**config.mk**
```make
export PLATFORM = sky130hd
export DESIGN_NAME = pwm_fifo_gen
export DESIGN_NICKNAME = d
export VERILOG_FILES = /design/src/rtl/pwm_fifo_pkg.sv /design/src/rtl/pwm_sample_fifo.sv /design/src/rtl/pwm_timebase.sv /design/src/rtl/pwm_fifo_gen.sv
export SDC_FILE = /design/constraint.sdc
export NUM_CORES = 1
export LEC_CHECK = 0
export ABC_AREA = 1
export BUFFER_PORTS_ARGS = -buffer_cell sky130_fd_sc_hd__buf_2
export CORE_MARGIN = 2
export CORE_UTILIZATION = 52
export CTS_CLUSTER_DIAMETER = 200
export DETAILED_ROUTE_END_ITERATION = 10
export PLACE_DENSITY = 0.71
export SETUP_SLACK_MARGIN = 0.05
export SLEW_MARGIN = 20
export SYNTH_ARGS = -nofsm -noshare
export SYNTH_HDL_FRONTEND = slang
export SYNTH_SLANG_ARGS = --single-unit
```
**constraint.sdc**
```tcl
create_clock -name clk -period 11.3 [get_ports clk]
set_clock_uncertainty 0.15 [all_clocks]
set_input_delay 3.39 -clock clk [delete_from_list [all_inputs] [get_ports clk]]
set_output_delay 3.39 -clock clk [all_outputs]
set_load 0.01 [all_outputs]
```
**src/rtl/pwm_fifo_pkg.sv**
```systemverilog
package pwm_fifo_pkg;
    localparam int OFS_CTRL   = 'h00;
    localparam int OFS_STAT   = 'h04;
    localparam int OFS_SAMPLE = 'h0C;
    localparam int OFS_PERIOD = 'h10;
    localparam logic [31:0] CTRL_KEEP_MASK = 32'h01C3_FFF1;
    localparam int CTRL_EN_BIT  = 0;
    localparam int CTRL_SWR_BIT = 3;
    localparam int PRESC_LSB    = 4;

    typedef enum logic [1:0] {
        ST_OFF   = 2'd0,
        ST_LOAD  = 2'd1,
        ST_RUN   = 2'd2,
        ST_SWRST = 2'd3
    } gen_state_e;
endpackage

```
**src/rtl/pwm_sample_fifo.sv**
```systemverilog
module pwm_sample_fifo #(
    parameter int DW    = 16,
    parameter int DEPTH = 4,
    localparam int PW   = (DEPTH > 1) ? $clog2(DEPTH) : 1,
    localparam int CW   = $clog2(DEPTH + 1)
) (
    input  logic          clk,
    input  logic          rst_n,
    input  logic          flush,
    input  logic          push,
    input  logic [DW-1:0] push_data,
    input  logic          pop,
    output logic [DW-1:0] head,
    output logic [CW-1:0] count
);
    logic [DW-1:0] mem [DEPTH];
    logic [PW-1:0] wr_ptr, rd_ptr;
    logic          do_push, do_pop;

    assign do_push = push && (count != CW'(DEPTH));
    assign do_pop  = pop && (count != '0);
    assign head    = mem[rd_ptr];

    always_ff @(posedge clk) begin
        if (do_push && !flush) mem[wr_ptr] <= push_data;
    end

    always_ff @(posedge clk or negedge rst_n) begin
        if (!rst_n) begin
            wr_ptr <= '0;
            rd_ptr <= '0;
            count  <= '0;
        end else if (flush) begin
            wr_ptr <= '0;
            rd_ptr <= '0;
            count  <= '0;
        end else begin
            if (do_push) wr_ptr <= (wr_ptr == PW'(DEPTH - 1)) ? '0 : wr_ptr + 1'b1;
            if (do_pop)  rd_ptr <= (rd_ptr == PW'(DEPTH - 1)) ? '0 : rd_ptr + 1'b1;
            count <= count + CW'(do_push) - CW'(do_pop);
        end
    end
endmodule

```
**src/rtl/pwm_timebase.sv**
```systemverilog
module pwm_timebase #(
    parameter int PSW = 12,
    parameter int CW  = 16
) (
    input  logic           clk,
    input  logic           rst_n,
    input  logic           active,
    input  logic           clear,
    input  logic [PSW-1:0] presc,
    input  logic [CW-1:0]  period,
    input  logic [CW-1:0]  duty,
    output logic           wrap,
    output logic           level
);
    logic [PSW-1:0] ps_q;
    logic [CW:0]    cnt_q;
    logic [CW:0]    last;
    logic           tick;

    assign last  = {1'b0, period} + (CW+1)'(1);
    assign tick  = active && !clear && (ps_q == presc);
    assign wrap  = tick && (cnt_q >= last);
    assign level = active && (cnt_q < {1'b0, duty});

    always_ff @(posedge clk or negedge rst_n) begin
        if (!rst_n) begin
            ps_q  <= '0;
            cnt_q <= '0;
        end else if (!active || clear) begin
            ps_q  <= '0;
            cnt_q <= '0;
        end else if (ps_q == presc) begin
            ps_q  <= '0;
            cnt_q <= (cnt_q >= last) ? '0 : cnt_q + 1'b1;
        end else begin
            ps_q  <= ps_q + 1'b1;
        end
    end
endmodule

```
**src/rtl/pwm_fifo_gen.sv**
```systemverilog
module pwm_fifo_gen
    import pwm_fifo_pkg::*;
#(
    parameter int ADDR_W     = 5,
    parameter int PSW        = 12,
    parameter int CNT_W      = 16,
    parameter int FIFO_DEPTH = 4,
    parameter int SWR_CYCLES = 4
) (
    input  logic              clk,
    input  logic              rst_n,
    input  logic [ADDR_W-1:0] bus_addr,
    input  logic              bus_wr,
    input  logic              bus_rd,
    input  logic [31:0]       bus_wdata,
    output logic [31:0]       bus_rdata,
    output logic              pwm_out
);
    localparam int FCW = $clog2(FIFO_DEPTH + 1);
    localparam int RCW = (SWR_CYCLES > 1) ? $clog2(SWR_CYCLES) : 1;

    gen_state_e       state_q, state_d;
    logic [31:0]      ctrl_q;
    logic [CNT_W-1:0] period_q, duty_q;
    logic [RCW-1:0]   rst_cnt_q;
    logic [FCW-1:0]   fifo_count;
    logic [CNT_W-1:0] fifo_head;
    logic             swr_busy, wr_ok, wr_ctrl, swr_req, flush;
    logic             wrap, level, pop_req, duty_load;
    logic [31:0]      rd_mux;

    assign swr_busy  = (state_q == ST_SWRST);
    assign wr_ok     = bus_wr && !swr_busy;
    assign wr_ctrl   = wr_ok && (bus_addr == ADDR_W'(OFS_CTRL));
    assign swr_req   = wr_ctrl && bus_wdata[CTRL_SWR_BIT];
    assign flush     = swr_req || swr_busy;
    assign pop_req   = (state_q == ST_LOAD) || wrap;
    assign duty_load = pop_req && (fifo_count != '0) && !flush;

    always_ff @(posedge clk or negedge rst_n) begin
        if (!rst_n) state_q <= ST_OFF;
        else        state_q <= state_d;
    end

    always_comb begin
        state_d = state_q;
        if (swr_req) begin
            state_d = ST_SWRST;
        end else begin
            unique case (state_q)
                ST_OFF:   if (ctrl_q[CTRL_EN_BIT]) state_d = ST_LOAD;
                ST_LOAD:  state_d = ST_RUN;
                ST_RUN:   if (!ctrl_q[CTRL_EN_BIT]) state_d = ST_OFF;
                ST_SWRST: if (rst_cnt_q == RCW'(SWR_CYCLES - 1)) state_d = ST_OFF;
                default:  state_d = ST_OFF;
            endcase
        end
    end

    always_ff @(posedge clk or negedge rst_n) begin
        if (!rst_n) begin
            ctrl_q    <= '0;
            period_q  <= '0;
            duty_q    <= '0;
            rst_cnt_q <= '0;
        end else if (flush) begin
            ctrl_q    <= '0;
            period_q  <= '0;
            duty_q    <= '0;
            rst_cnt_q <= swr_req ? '0 : rst_cnt_q + 1'b1;
        end else begin
            if (wr_ctrl) ctrl_q <= bus_wdata & CTRL_KEEP_MASK;
            if (wr_ok && bus_addr == ADDR_W'(OFS_PERIOD)) period_q <= bus_wdata[CNT_W-1:0];
            if (duty_load) duty_q <= fifo_head;
        end
    end

    pwm_sample_fifo #(.DW(CNT_W), .DEPTH(FIFO_DEPTH)) fifo_i (
        .clk       (clk),
        .rst_n     (rst_n),
        .flush     (flush),
        .push      (wr_ok && bus_addr == ADDR_W'(OFS_SAMPLE)),
        .push_data (bus_wdata[CNT_W-1:0]),
        .pop       (pop_req),
        .head      (fifo_head),
        .count     (fifo_count)
    );

    pwm_timebase #(.PSW(PSW), .CW(CNT_W)) tb_i (
        .clk    (clk),
        .rst_n  (rst_n),
        .active (state_q == ST_RUN),
        .clear  (swr_req),
        .presc  (ctrl_q[PRESC_LSB +: PSW]),
        .period (period_q),
        .duty   (duty_q),
        .wrap   (wrap),
        .level  (level)
    );

    always_comb begin
        rd_mux = '0;
        if (bus_addr == ADDR_W'(OFS_CTRL))
            rd_mux = ctrl_q | (32'(swr_busy) << CTRL_SWR_BIT);
        else if (bus_addr == ADDR_W'(OFS_STAT))
            rd_mux = 32'(fifo_count);
        else if (bus_addr == ADDR_W'(OFS_SAMPLE))
            rd_mux = 32'(duty_q);
        else if (bus_addr == ADDR_W'(OFS_PERIOD))
            rd_mux = 32'(period_q);
    end

    assign bus_rdata = bus_rd ? rd_mux : '0;
    assign pwm_out   = level;
endmodule

```
==> metrics.txt <==
Synth Instances=939; post-synth design cell area=8460 um^2; CTS tree=built; Ant. Diodes=0; initial antenna violation count=0; max cap viols=0; DP HPWL=14200 um; TritonRoute pass-1 iters=5; Vias/cell=5.35; Peak Freq=113 MHz; dominant cell type by area after synthesis=dfrtp_1; most used cell, CP=buf_2; data arrival time of the critical path=about 5.3 ns; Area Growth Syn to Fin=11.5%; Die H=132 um; Cell variety after synth=47; largest net degree at the start of global routing=59; clk sink count=between 150 and 200; crit end category=output pin; layout cell share with drive strength beyond 1=12.3%; Max FO, Critical Path=17; gr ovfl total=0; Longest Clk Path Bufs=2; CTS clk-pin slew, worst paths=0.06 ns; Die X=132 um; VDD IR max=approximately 0.13 mV; Slew @ Worst Pin=between 1 and 1.5 ns; CTS root buf=clkbuf_16; Setup Fix Bufs, Post-CTS=0; Rows=46; number of synthesized flops with an enable pin=64; slowest stage cell, crit path=nand4_1; Hold WS=approximately 0.35 ns; Seq/Total Area, Yosys=49.4%; Final setup viols=0; IO Pins=74; worst path cell trace=buf_2, nor2_4, nand4_1, o221ai_1, o21ai_0, o22ai_1, buf_2; cell family with the largest share of critical-path delay=compound AO/OA/AOI/OAI gates; CP Buf/Inv Count=2; final WL=19700 um; total track usage=a little under a quarter; # H-tree levels=4; kind of critical path=input port to output pin; Tmin final=just under 9 ns; PwrDens=approximately 210 nW/um^2; Final Max Slew Viols=0; DRC viols=0; Top FF cell, synth=dfrtp_1; Core Footprint=15900 um^2; post-cts resize count=0; Startpoint Class=input port; Leakage Power=around 4.2 nW; DR WL/cell=16.2 um; GP Congestion=0.916; Synth Register Bits=154; Crit path largest cell delay=around 0.60 ns; first-pass GRT wire length=31700 um; Antenna Nets Post-Route=0; vias=6491; crit share post-route=78.6%; Max-slew headroom=between 20% and 30%; Hold Buf Count CTS=0; top cells by area in the synthesized netlist=dfrtp_1 27%, edfxtp_1 23%, nand2_1 7.3%; status=finished, final reports clean; Clock Latency Late Sink=between 0.4 and 0.5 ns; Ys Warns=0; Tightest Hold Check Type=register to register; die area=17300 um^2; Mean Syn Cell Area=9.00 um^2; number of global-route vias before repair=6039; NumNets Final=roughly 1100; Synth top area share=between 20% and 30%; unrepaired setup endpoints after global routing=no; setup slack, reg-to-reg=6.75 ns; total clock buffers created by CTS=17; IO Port Bufs=51; worst endpoint required time=between 7 and 8 ns; final hold vios=0; initial DRC count=440; initial core utilization=53.2%; Synth async-reset ratio=between 50% and 60%; fill cell count=1372; setup TNS=0 ns
-- worst register-to-register path: stages, from the launching register on --
cell     delay (ns)
dfrtp_1        0.41
ha_1           0.21
nand3_1        0.14
nor3_2         0.25
nand2_1        0.12
nor3_1         0.14
nand4_1        0.15
nor2_1         0.14
xor2_1         0.19
ha_1           0.27
nand2_1        0.07
nor2_1         0.05
nand2_1        0.11
nor2_1         0.07
a21oi_1        0.17
nand3_2        0.19
nand2_4        0.14
nand2_8        0.12
nand2_8        0.19
inv_1          0.07
ha_1           0.26
inv_1          0.05
ha_1           0.14
inv_1          0.05
fa_1           0.36
xor2_1         0.17
nor2_1         0.10
-- where the power goes --
group / leakage, nW / internal (mW) / total, mW / switching, mW
Combinational: 2.17 / 0.192 / 0.619 / 0.427
Clock: 0.284 / 0.351 / 0.584 / 0.233
Sequential: 1.77 / 0.669 / 0.750 / 0.0803
-- cells in the mapped netlist, drive strengths merged, types with 20 or more instances --
library cell / instances
buf: 25
dfrtp: 90
edfxtp: 64
ha: 43
inv: 119
nand2: 172
nand3: 59
nand4: 28
nor2: 103
o21ai: 108
o22ai: 33
xor2: 20
-- area by class of cell --
type | instances | area [um^2] | area share [%]
inverter | 120 | 450 | 4.78
timing repair buffer | 58 | 310 | 3.29
multi-input combinational | 634 | 3620 | 38.4
tap | 216 | 270 | 2.87
sequential | 154 | 4170 | 44.3
clock inverter | 12 | 164 | 1.74
clock buffer | 20 | 437 | 4.63
-- layer usage --
metal / global-route usage (%) / vias up / part of all wire, %
li1: - / 3219 / -
met1: 31.7 / 3060 / 45
met2: 37.6 / 180 / 47
met3: 4.13 / 32 / 5.2
met4: 10.3 / 0 / 3.0
met5: 0 / - / 0
-- registers in the layout (all words and copies together) (netlist names) --
register       cells
period_q          16
fifo_i.rd_ptr      2
duty_q            16
fifo_i.count       3
tb_i.cnt_q        17
ctrl_q            18
rst_cnt_q          2
state_q            2
fifo_i.wr_ptr      2
fifo_i.mem        64
tb_i.ps_q         12
-- cells by family (layout without fill, tap and decap cells) --
logic type / count (synthesis) / count (layout) / share of synthesized area (%)
compound gates: 168 / 168 / 10.8
buf+inv: 161 / 210 / 8.24
flops: 154 / 154 / 49.4
xor+xnor: 34 / 34 / 3.52
other cells: 1 / 11 / 0.0443
simple gates: 377 / 377 / 21.4
fa+ha+maj: 44 / 44 / 6.60
-- cells in the final DEF, fill, tap and decap left out, types with 33 or more instances in the layout --
master / count
nand3_1: 46
nand2_1: 164
o21ai_0: 101
nor2_1: 94
dfrtp_1: 90
edfxtp_1: 64
ha_1: 43
inv_1: 117
buf_2: 50
o22ai_1: 33
-- per-stage QoR --
step	setup slack (ns)	instance area (um^2)	power [mW]	std cells	util (%)
after detailed placement	2.50	8830	1.37	1182	55.6
after global placement	2.51	8830	1.36	1182	55.6
after CTS	2.50	9430	1.95	1214	59.3
after global routing	2.27	9430	2.08	1214	59.3
after floorplan	3.38	8490	1.22	949	-
final	2.42	9430	1.95	1214	59.3
-- path summary, 6_finish.rpt --
| check | from | endpoint | cells after the start |
|---|---|---|---|
| worst max-delay path | bus_addr[1] | bus_rdata[0] | 7 |
| worst min-delay path | duty_q[4] | duty_q[4] | 2 |
| worst max register to register | period_q[0] | fifo_i.count[2] | 26 |
| worst min register to register | duty_q[4] | duty_q[4] | 2 |
| max in group asynchronous | rst_n | tb_i.ps_q[3] | 2 |
| min in group asynchronous | rst_n | duty_q[3] | 1 |
Power figures use the tool's default switching activity.
